==> config.mk <==
export PLATFORM = sky130hd
export DESIGN_NAME = mcdma_top
export DESIGN_NICKNAME = d
export VERILOG_FILES = /design/src/rtl/mcdma_pkg.sv /design/src/rtl/mcdma_arb.sv /design/src/rtl/mcdma_chan.sv /design/src/rtl/mcdma_eng.sv /design/src/rtl/mcdma_top.sv
export SDC_FILE = /design/constraint.sdc
export NUM_CORES = 2
export LEC_CHECK = 0
export ABC_AREA = 1
export BUFFER_PORTS_ARGS = -buffer_cell sky130_fd_sc_hd__clkbuf_2
export CAP_MARGIN = 15
export CELL_PAD_IN_SITES_DETAIL_PLACEMENT = 1
export CELL_PAD_IN_SITES_GLOBAL_PLACEMENT = 2
export CORE_UTILIZATION = 36
export CTS_CLUSTER_DIAMETER = 150
export DETAILED_ROUTE_END_ITERATION = 7
export PLACE_DENSITY = 0.88
export RECOVER_POWER = 50
export SYNTH_ARGS = -nofsm -noshare
export SYNTH_HDL_FRONTEND = slang
export SYNTH_SLANG_ARGS = --single-unit
==> constraint.sdc <==
create_clock -name clk -period 33.1 [get_ports clk]
set_input_delay 4.965 -clock clk [delete_from_list [all_inputs] [get_ports clk]]
set_output_delay 4.965 -clock clk [all_outputs]
set_load 0.01 [all_outputs]
==> src/rtl/mcdma_pkg.sv <==
`timescale 1ns/1ps
package mcdma_pkg;

  localparam int DW     = 32;
  localparam int CTRL_W = 13;

  typedef enum logic [1:0] {
    XFER_P2M = 2'd0,
    XFER_M2P = 2'd1,
    XFER_M2M = 2'd2,
    XFER_RSV = 2'd3
  } dir_e;

  typedef struct packed {
    logic       htie;
    logic       tcie;
    logic [1:0] dsz;
    logic [1:0] ssz;
    logic       dinc;
    logic       sinc;
    logic       circ;
    logic [1:0] dir;
    logic       swtrig;
    logic       en;
  } ctrl_t;

  function automatic logic [DW-1:0] size_mask(input logic [1:0] sz);
    case (sz)
      2'd0:    size_mask = 32'h0000_00FF;
      2'd1:    size_mask = 32'h0000_FFFF;
      default: size_mask = 32'hFFFF_FFFF;
    endcase
  endfunction

  function automatic logic [2:0] size_step(input logic [1:0] sz);
    case (sz)
      2'd0:    size_step = 3'd1;
      2'd1:    size_step = 3'd2;
      default: size_step = 3'd4;
    endcase
  endfunction

endpackage

==> src/rtl/mcdma_arb.sv <==
`timescale 1ns/1ps
module mcdma_arb #(
  parameter int NCH = 5
) (
  input  logic           clk,
  input  logic           rst_n,
  input  logic [NCH-1:0] want,
  output logic [NCH-1:0] gnt,
  output logic           any
);

  logic [NCH:0] seen;
  assign seen[0] = 1'b0;

  for (genvar i = 0; i < NCH; i++) begin : g_pri
    assign gnt[i]    = want[i] & ~seen[i];
    assign seen[i+1] = seen[i] | want[i];
  end

  assign any = seen[NCH];


  gnt_onehot_chk: assert property (@(posedge clk) disable iff (!rst_n)
    $onehot0(gnt));


  gnt_lowest_chk: assert property (@(posedge clk) disable iff (!rst_n)
    (gnt != '0) |-> (((gnt - 1'b1) & want) == '0));

endmodule

==> src/rtl/mcdma_chan.sv <==
`timescale 1ns/1ps
module mcdma_chan
  import mcdma_pkg::*;
#(
  parameter int AW = 32,
  parameter int CW = 16
) (
  input  logic              clk,
  input  logic              rst_n,
  input  logic              wr_ctrl,
  input  logic              wr_src,
  input  logic              wr_dst,
  input  logic              wr_cnt,
  input  logic [CTRL_W-1:0] ctrl_wd,
  input  logic [AW-1:0]     addr_wd,
  input  logic [CW-1:0]     cnt_wd,
  input  logic [2:0]        flag_clr,
  input  logic              hw_req,
  input  logic              elem_done,
  input  logic              elem_err,
  output ctrl_t             ctrl,
  output logic [AW-1:0]     src_addr,
  output logic [AW-1:0]     dst_addr,
  output logic [CW-1:0]     cnt,
  output logic [2:0]        flags,
  output logic              want,
  output logic              irq
);

  ctrl_t         ctrl_q, ctrl_d;
  logic [AW-1:0] sbase_q, sbase_d, dbase_q, dbase_d;
  logic [AW-1:0] scur_q, scur_d, dcur_q, dcur_d;
  logic [CW-1:0] init_q, init_d, cnt_q, cnt_d, left;
  logic [2:0]    flg_q, flg_d, flg_set;
  logic          step_ok;
  logic          cfg_ld, base_ld, run_ld, flg_ld;

  assign step_ok = elem_done && (cnt_q != '0);
  assign left    = cnt_q - 1'b1;

  assign cfg_ld  = wr_ctrl | elem_err;
  assign base_ld = wr_src | wr_dst | wr_cnt;
  assign run_ld  = step_ok | wr_src | wr_dst | wr_cnt;
  assign flg_ld  = step_ok | elem_err | (|flag_clr);

  always_comb begin
    ctrl_d = ctrl_q;
    if (wr_ctrl)  ctrl_d = ctrl_t'(ctrl_wd);
    if (elem_err) ctrl_d.en = 1'b0;

    sbase_d = wr_src ? addr_wd : sbase_q;
    dbase_d = wr_dst ? addr_wd : dbase_q;
    init_d  = wr_cnt ? cnt_wd  : init_q;

    scur_d  = scur_q;
    dcur_d  = dcur_q;
    cnt_d   = cnt_q;
    flg_set = 3'b000;

    if (step_ok) begin
      if (ctrl_q.sinc) scur_d = scur_q + AW'(size_step(ctrl_q.ssz));
      if (ctrl_q.dinc) dcur_d = dcur_q + AW'(size_step(ctrl_q.dsz));
      cnt_d = left;
      if (left == (init_q >> 1)) flg_set[1] = 1'b1;
      if (left == '0) begin
        flg_set[0] = 1'b1;
        if (ctrl_q.circ) begin
          cnt_d  = init_q;
          scur_d = sbase_q;
          dcur_d = dbase_q;
        end
      end
    end
    if (elem_err) flg_set[2] = 1'b1;

    if (wr_src) scur_d = addr_wd;
    if (wr_dst) dcur_d = addr_wd;
    if (wr_cnt) cnt_d  = cnt_wd;

    flg_d = (flg_q & ~flag_clr) | flg_set;
  end

  always_ff @(posedge clk or negedge rst_n) begin
    if (!rst_n) begin
      ctrl_q  <= '0;
      sbase_q <= '0;
      dbase_q <= '0;
      init_q  <= '0;
      scur_q  <= '0;
      dcur_q  <= '0;
      cnt_q   <= '0;
      flg_q   <= '0;
    end else begin
      if (cfg_ld)  ctrl_q <= ctrl_d;
      if (base_ld) begin
        sbase_q <= sbase_d;
        dbase_q <= dbase_d;
        init_q  <= init_d;
      end
      if (run_ld) begin
        scur_q <= scur_d;
        dcur_q <= dcur_d;
        cnt_q  <= cnt_d;
      end
      if (flg_ld)  flg_q <= flg_d;
    end
  end

  assign ctrl     = ctrl_q;
  assign src_addr = scur_q;
  assign dst_addr = dcur_q;
  assign cnt      = cnt_q;
  assign flags    = flg_q;

  assign want = ctrl_q.en && (cnt_q != '0) &&
                ((ctrl_q.dir == XFER_M2M) || (ctrl_q.dir == XFER_RSV) ||
                 hw_req || ctrl_q.swtrig);

  assign irq = (flg_q[0] & ctrl_q.tcie) | (flg_q[1] & ctrl_q.htie) | flg_q[2];


  cnt_within_init_chk: assert property (@(posedge clk) disable iff (!rst_n)
    cnt_q <= init_q);


  err_drops_enable_chk: assert property (@(posedge clk) disable iff (!rst_n)
    elem_err |=> !ctrl_q.en);


  circ_reload_chk: assert property (@(posedge clk) disable iff (!rst_n)
    (elem_done && cnt_q == CW'(1) && ctrl_q.circ && !wr_cnt) |=> (cnt_q == init_q));

endmodule

==> src/rtl/mcdma_eng.sv <==
`timescale 1ns/1ps
module mcdma_eng
  import mcdma_pkg::*;
#(
  parameter int NCH = 5,
  parameter int AW  = 32
) (
  input  logic                    clk,
  input  logic                    rst_n,
  input  logic [NCH-1:0]          gnt,
  input  logic                    any_req,
  input  logic [NCH-1:0][AW-1:0]  src_addr,
  input  logic [NCH-1:0][AW-1:0]  dst_addr,
  input  logic [NCH-1:0][1:0]     ssz,
  input  logic [NCH-1:0][1:0]     dsz,
  output logic                    mem_req,
  output logic                    mem_we,
  output logic [AW-1:0]           mem_addr,
  output logic [1:0]              mem_size,
  output logic [DW-1:0]           mem_wdata,
  input  logic [DW-1:0]           mem_rdata,
  input  logic                    mem_ack,
  input  logic                    mem_err,
  output logic [NCH-1:0]          elem_done,
  output logic [NCH-1:0]          elem_err
);

  typedef enum logic [1:0] {E_IDLE = 2'd0, E_RD = 2'd1, E_WR = 2'd2} est_e;

  est_e           st_q, st_d;
  logic [NCH-1:0] sel_q, sel_d;
  logic [DW-1:0]  hold_q, hold_d;
  logic [AW-1:0]  cur_src, cur_dst;
  logic [1:0]     cur_ssz, cur_dsz;
  logic           st_ld, sel_ld, hold_ld;

  always_comb begin
    cur_src = '0;
    cur_dst = '0;
    cur_ssz = '0;
    cur_dsz = '0;
    for (int i = 0; i < NCH; i++) begin
      if (sel_q[i]) begin
        cur_src = src_addr[i];
        cur_dst = dst_addr[i];
        cur_ssz = ssz[i];
        cur_dsz = dsz[i];
      end
    end
  end

  always_comb begin
    st_d      = st_q;
    sel_d     = sel_q;
    hold_d    = hold_q;
    mem_req   = 1'b0;
    mem_we    = 1'b0;
    mem_addr  = '0;
    mem_size  = 2'd0;
    mem_wdata = '0;
    elem_done = '0;
    elem_err  = '0;
    case (st_q)
      E_IDLE: begin
        if (any_req) begin
          sel_d = gnt;
          st_d  = E_RD;
        end
      end
      E_RD: begin
        mem_req  = 1'b1;
        mem_addr = cur_src;
        mem_size = cur_ssz;
        if (mem_ack) begin
          if (mem_err) begin
            elem_err = sel_q;
            st_d     = E_IDLE;
          end else begin
            hold_d = mem_rdata & size_mask(cur_ssz);
            st_d   = E_WR;
          end
        end
      end
      E_WR: begin
        mem_req   = 1'b1;
        mem_we    = 1'b1;
        mem_addr  = cur_dst;
        mem_size  = cur_dsz;
        mem_wdata = hold_q & size_mask(cur_dsz);
        if (mem_ack) begin
          if (mem_err) elem_err  = sel_q;
          else         elem_done = sel_q;
          st_d = E_IDLE;
        end
      end
      default: st_d = E_IDLE;
    endcase
  end

  assign st_ld   = (st_d != st_q);
  assign sel_ld  = (st_q == E_IDLE);
  assign hold_ld = (st_q == E_RD) && mem_ack;

  always_ff @(posedge clk or negedge rst_n) begin
    if (!rst_n) begin
      st_q   <= E_IDLE;
      sel_q  <= '0;
      hold_q <= '0;
    end else begin
      if (st_ld)   st_q   <= st_d;
      if (sel_ld)  sel_q  <= sel_d;
      if (hold_ld) hold_q <= hold_d;
    end
  end


  req_hold_chk: assert property (@(posedge clk) disable iff (!rst_n)
    (mem_req && !mem_ack) |=> (mem_req && $stable(mem_addr) && $stable(mem_we)));


  done_after_write_chk: assert property (@(posedge clk) disable iff (!rst_n)
    (elem_done != '0) |-> (mem_we && mem_ack));

endmodule

==> src/rtl/mcdma_top.sv <==
`timescale 1ns/1ps
module mcdma_top
  import mcdma_pkg::*;
#(
  parameter int NCH = 5,
  parameter int AW  = 32,
  parameter int CW  = 16,
  parameter int RAW = $clog2(NCH * 4 + 1)
) (
  input  logic            clk,
  input  logic            rst_n,
  input  logic            reg_we,
  input  logic [RAW-1:0]  reg_addr,
  input  logic [31:0]     reg_wdata,
  output logic [31:0]     reg_rdata,
  input  logic [NCH-1:0]  dreq,
  output logic [NCH-1:0]  dack,
  output logic [NCH-1:0]  irq,
  output logic            mem_req,
  output logic            mem_we,
  output logic [AW-1:0]   mem_addr,
  output logic [1:0]      mem_size,
  output logic [31:0]     mem_wdata,
  input  logic [31:0]     mem_rdata,
  input  logic            mem_ack,
  input  logic            mem_err
);

  localparam logic [RAW-1:0] FLAG_IDX = RAW'(NCH * 4);
  localparam int             FW       = 3 * NCH;

  logic [1:0] rst_sync_q;
  logic       srst_n;

  always_ff @(posedge clk or negedge rst_n) begin
    if (!rst_n) rst_sync_q <= 2'b00;
    else        rst_sync_q <= {rst_sync_q[0], 1'b1};
  end
  assign srst_n = rst_sync_q[1];

  ctrl_t                   ctrl_v [NCH];
  logic [NCH-1:0][AW-1:0]  src_v, dst_v;
  logic [NCH-1:0][1:0]     ssz_v, dsz_v;
  logic [CW-1:0]           cnt_v [NCH];
  logic [FW-1:0]           flags_all;
  logic [NCH-1:0]          want, gnt, done_v, err_v;
  logic [NCH-1:0]          wr_ctrl, wr_src, wr_dst, wr_cnt;
  logic                    any_req;

  for (genvar i = 0; i < NCH; i++) begin : g_ch
    localparam logic [RAW-1:0] A_CTRL = RAW'(4 * i);
    localparam logic [RAW-1:0] A_SRC  = RAW'(4 * i + 1);
    localparam logic [RAW-1:0] A_DST  = RAW'(4 * i + 2);
    localparam logic [RAW-1:0] A_CNT  = RAW'(4 * i + 3);

    logic [2:0] clr;
    logic [2:0] flg;

    assign wr_ctrl[i] = reg_we && (reg_addr == A_CTRL);
    assign wr_src[i]  = reg_we && (reg_addr == A_SRC);
    assign wr_dst[i]  = reg_we && (reg_addr == A_DST);
    assign wr_cnt[i]  = reg_we && (reg_addr == A_CNT);
    assign clr        = (reg_we && (reg_addr == FLAG_IDX)) ? reg_wdata[3*i +: 3] : 3'b000;

    mcdma_chan #(.AW(AW), .CW(CW)) u_chan (
      .clk       (clk),
      .rst_n     (srst_n),
      .wr_ctrl   (wr_ctrl[i]),
      .wr_src    (wr_src[i]),
      .wr_dst    (wr_dst[i]),
      .wr_cnt    (wr_cnt[i]),
      .ctrl_wd   (reg_wdata[CTRL_W-1:0]),
      .addr_wd   (reg_wdata[AW-1:0]),
      .cnt_wd    (reg_wdata[CW-1:0]),
      .flag_clr  (clr),
      .hw_req    (dreq[i]),
      .elem_done (done_v[i]),
      .elem_err  (err_v[i]),
      .ctrl      (ctrl_v[i]),
      .src_addr  (src_v[i]),
      .dst_addr  (dst_v[i]),
      .cnt       (cnt_v[i]),
      .flags     (flg),
      .want      (want[i]),
      .irq       (irq[i])
    );

    assign ssz_v[i]          = ctrl_v[i].ssz;
    assign dsz_v[i]          = ctrl_v[i].dsz;
    assign flags_all[3*i +: 3] = flg;
  end

  mcdma_arb #(.NCH(NCH)) u_arb (
    .clk   (clk),
    .rst_n (srst_n),
    .want  (want),
    .gnt   (gnt),
    .any   (any_req)
  );

  mcdma_eng #(.NCH(NCH), .AW(AW)) u_eng (
    .clk       (clk),
    .rst_n     (srst_n),
    .gnt       (gnt),
    .any_req   (any_req),
    .src_addr  (src_v),
    .dst_addr  (dst_v),
    .ssz       (ssz_v),
    .dsz       (dsz_v),
    .mem_req   (mem_req),
    .mem_we    (mem_we),
    .mem_addr  (mem_addr),
    .mem_size  (mem_size),
    .mem_wdata (mem_wdata),
    .mem_rdata (mem_rdata),
    .mem_ack   (mem_ack),
    .mem_err   (mem_err),
    .elem_done (done_v),
    .elem_err  (err_v)
  );

  assign dack = done_v;

  always_comb begin
    reg_rdata = '0;
    for (int i = 0; i < NCH; i++) begin
      if (reg_addr == RAW'(4 * i))     reg_rdata = 32'(ctrl_v[i]);
      if (reg_addr == RAW'(4 * i + 1)) reg_rdata = 32'(src_v[i]);
      if (reg_addr == RAW'(4 * i + 2)) reg_rdata = 32'(dst_v[i]);
      if (reg_addr == RAW'(4 * i + 3)) reg_rdata = 32'(cnt_v[i]);
    end
    if (reg_addr == FLAG_IDX) reg_rdata = 32'(flags_all);
  end


  dack_onehot_chk: assert property (@(posedge clk) disable iff (!srst_n)
    $onehot0(dack));


  narrow_wdata_chk: assert property (@(posedge clk) disable iff (!srst_n)
    (mem_req && mem_we && mem_size == 2'd0) |-> (mem_wdata[31:8] == '0));

endmodule

==> results.json <==
{
  "die_w_um": 417,
  "hold_ws_ns": 0.351,
  "power.density_nw_per_um2": 86.7,
  "area_delta_synth_final_pct": 10.5,
  "drt-initial-drc-count": 6252,
  "core-area_um2": 170000,
  "totalWireLength_um": 311000,
  "min_period_ns": 14.04,
  "fin_cells": 11500,
  "gr-total-overflow": 0,
  "path_class": "register to async pin",
  "cp-end-kind": "async pin",
  "avgRoutedWirePerCell_um": 27.1,
  "synth_area_leaders": "dfrtp_1, nand2_1, o21ai_0",
  "pin_count": 189,
  "nets": 9284,
  "cts_tree": "yes",
  "slowest_delay_ns": 5.85,
  "synthFlopType": "dfrtp_1",
  "synth-edff-count": 0,
  "rsz0062_at_grt": "false",
  "cts-buffers-inserted": 114,
  "cts_resized": 0,
  "violations": "capacitance limit, slew limit",
  "slowest_stage": "clkbuf_1",
  "report.final.hold_viol_count": 0,
  "synth_cells": 9243,
  "worst_pin_slew_ns": 9.94,
  "grt_max_degree": 172,
  "rows": 151,
  "syn_area_per_cell_um2": 6.70,
  "p_leak_uw": 0.0332,
  "path_clk_slew_ns": 0.06,
  "vias": 66600,
  "synthArstFlopShare_pct": 100,
  "drive_gt1_share_pct": 6.58,
  "grt_pass1_wl_um": 455000,
  "clk_latency_ns": 0.82,
  "maxSlewHeadroom_pct": -563,
  "cts_sinks": 921,
  "cts_max_level": 3,
  "synth_fp_nets": 9381,
  "max_freq_mhz": 71.2,
  "slew_violations": 833,
  "cts_setup_buffers": 0,
  "grt_antenna_before_repair": 27,
  "setup_viol": 0,
  "fillers": 21900,
  "cts.path.max_buffers": 3,
  "initial_core_util_pct": 36.4,
  "ys_warn_count": 0,
  "synthTopCellsByCount": "nand2_1, o21ai_0, inv_1",
  "synth_top_area_share_pct": 37.2,
  "cp_data_arrival_time_ns": 14.05,
  "fin_tns_setup_ns": 0,
  "worstPathMaxFanout": 137,
  "maxCapViolCount": 11,
  "crit_chain": "clkbuf_1, clkbuf_1, clkbuf_1",
  "drc": 0,
  "first_pass_iters": 6,
  "period_share_pct": 42.4,
  "design.die.area_um2": 174000,
  "cp-start-kind": "register",
  "gp_congestion": 1.00,
  "clockRootBuffer": "clkbuf_16",
  "yosysMostFrequentCell": "nand2_1",
  "grt_pass1_vias": 67000,
  "synth.distinct_cells": 59,
  "drtAntennaViolNets": 0,
  "io_buffers": 188,
  "outcome": "finished, violations left",
  "finalPower_uw": 5930,
  "fin_skew_ns": 0.0406,
  "grt_use_total_pct": 35.3,
  "ir_drop_v": 0.0000522,
  "yosysTopAreaCell": "dfrtp_1",
  "placedCellCount": 11200,
  "hold_class": "register to register",
  "dp_hpwl_um": 227000,
  "crit_top_cell": "clkbuf_1",
  "critPathRequiredTime_ns": 33.11,
  "ys_ff_latch": 921,
  "synth_seq_area_share_pct": 37.2,
  "vias_per_cell": 5.81,
  "hold_buffers": 0,
  "die_h_um": 417,
  "synth_area_um2": 61900,
  "post-route-util_pct": 40.2
}
-- cells in the final DEF, fill, tap and decap left out, types with 21 or more instances in the layout --
cell | netlist | final
nand4_1 | 182 | 182
o221ai_1 | 62 | 62
clkbuf_2 | 0 | 183
clkbuf_16 | 0 | 115
dfrtp_1 | 921 | 917
nand2_1 | 3180 | 3179
clkbuf_8 | 0 | 27
buf_4 | 16 | 112
nor4_1 | 41 | 41
o22ai_1 | 56 | 56
a21oi_1 | 167 | 167
xor2_1 | 359 | 359
nor2_1 | 419 | 398
o21ai_0 | 1075 | 1075
clkbuf_1 | 424 | 46
a31oi_1 | 21 | 21
ha_1 | 49 | 48
o21ai_1 | 73 | 73
nor3_1 | 141 | 138
nand3_1 | 487 | 484
inv_2 | 24 | 24
inv_1 | 1074 | 1070
clkinv_2 | 0 | 23
o211ai_1 | 175 | 175
o21bai_1 | 28 | 28
or2_2 | 21 | 21
-- state kept, by name, summed over array words and instances (netlist names) --
signal                count
g_ch.u_chan.init_q       80
g_ch.u_chan.src_addr    160
g_ch.u_chan.dst_addr    160
rst_sync_q                2
g_ch.u_chan.dbase_q     160
g_ch.u_chan.cnt          80
u_eng.sel_q               5
g_ch.u_chan.ctrl         65
u_eng.st_q                2
u_eng.hold_q             32
g_ch.u_chan.sbase_q     160
g_ch.u_chan.flags        15
-- worst max-delay path: cells and delay by family, from the launching register on --
family	cells	cell delay, ns
buffers and inverters	3	11.30
DFF	1	1.56
-- logic make-up (layout without fill, tap and decap cells) --
family | Yosys count | after routing | synth area share, %
DFF | 921 | 921 | 37.2
AOI/OAI and AO/OA | 1711 | 1711 | 15.5
adders and majority gates | 59 | 59 | 1.31
buffers and inverters | 1636 | 1634 | 10.2
and+or+nand+nor | 4528 | 4528 | 30.2
xor gates and xnor gates | 381 | 381 | 5.41
other | 1 | 11 | 0.00606
muxes | 6 | 6 | 0.0970
-- where the power goes --
part	total, uW	internal [uW]	switching, uW
sequential	2100	1490	618
clock	1330	762	569
combinational	2500	741	1760
total	5930	2990	2940
-- stage by stage --
step / cell area [um^2] / setup WS, ns
after global placement: 64600 / 19.98
final: 68400 / 19.06
after floorplan: 61900 / 5.53
after CTS: 68500 / 19.95
after detailed placement: 64600 / 19.95
after global routing: 68400 / 16.77
-- final timing paths --
path | start | endpoint | slack, ns | depth (start not counted)
max | rst_sync_q[1] | g_ch[4].u_chan.sbase_q[23] | 19.06 | 3
min | rst_sync_q[0] | rst_sync_q[1] | 0.35 | 0
max reg2reg | rst_sync_q[1] | g_ch[4].u_chan.sbase_q[23] | 19.06 | 3
min reg2reg | rst_sync_q[0] | rst_sync_q[1] | 0.35 | 0
max in group clk | reg_addr[0] | reg_rdata[7] | 19.57 | 16
min in group asynchronous | rst_sync_q[1] | g_ch[3].u_chan.cnt[0] | 0.76 | 0
-- area by class of cell --
cell class,count,area [um^2],area share (%)
tap,2218,2780,4.06
clock buffer,169,3350,4.90
sequential,921,23100,33.7
timing repair buffer,315,1850,2.70
clock inverter,42,524,0.766
multi-input combinational,6686,32700,47.8
antenna,10,25.0,0.0366
inverter,1108,4170,6.09
-- per-layer routing --
layer / share of wire (%) / GRT usage [%] / wire (um) / up-vias
met5: 0.031 / 0 / 97 / -
met4: 6.2 / 18.9 / 19200 / 14
li1: - / - / - / 29600
met1: 42 / 46.2 / 130000 / 33600
met2: 45 / 55.8 / 139000 / 2693
met3: 7.4 / 5.89 / 23100 / 748
Power figures use the tool's default switching activity.
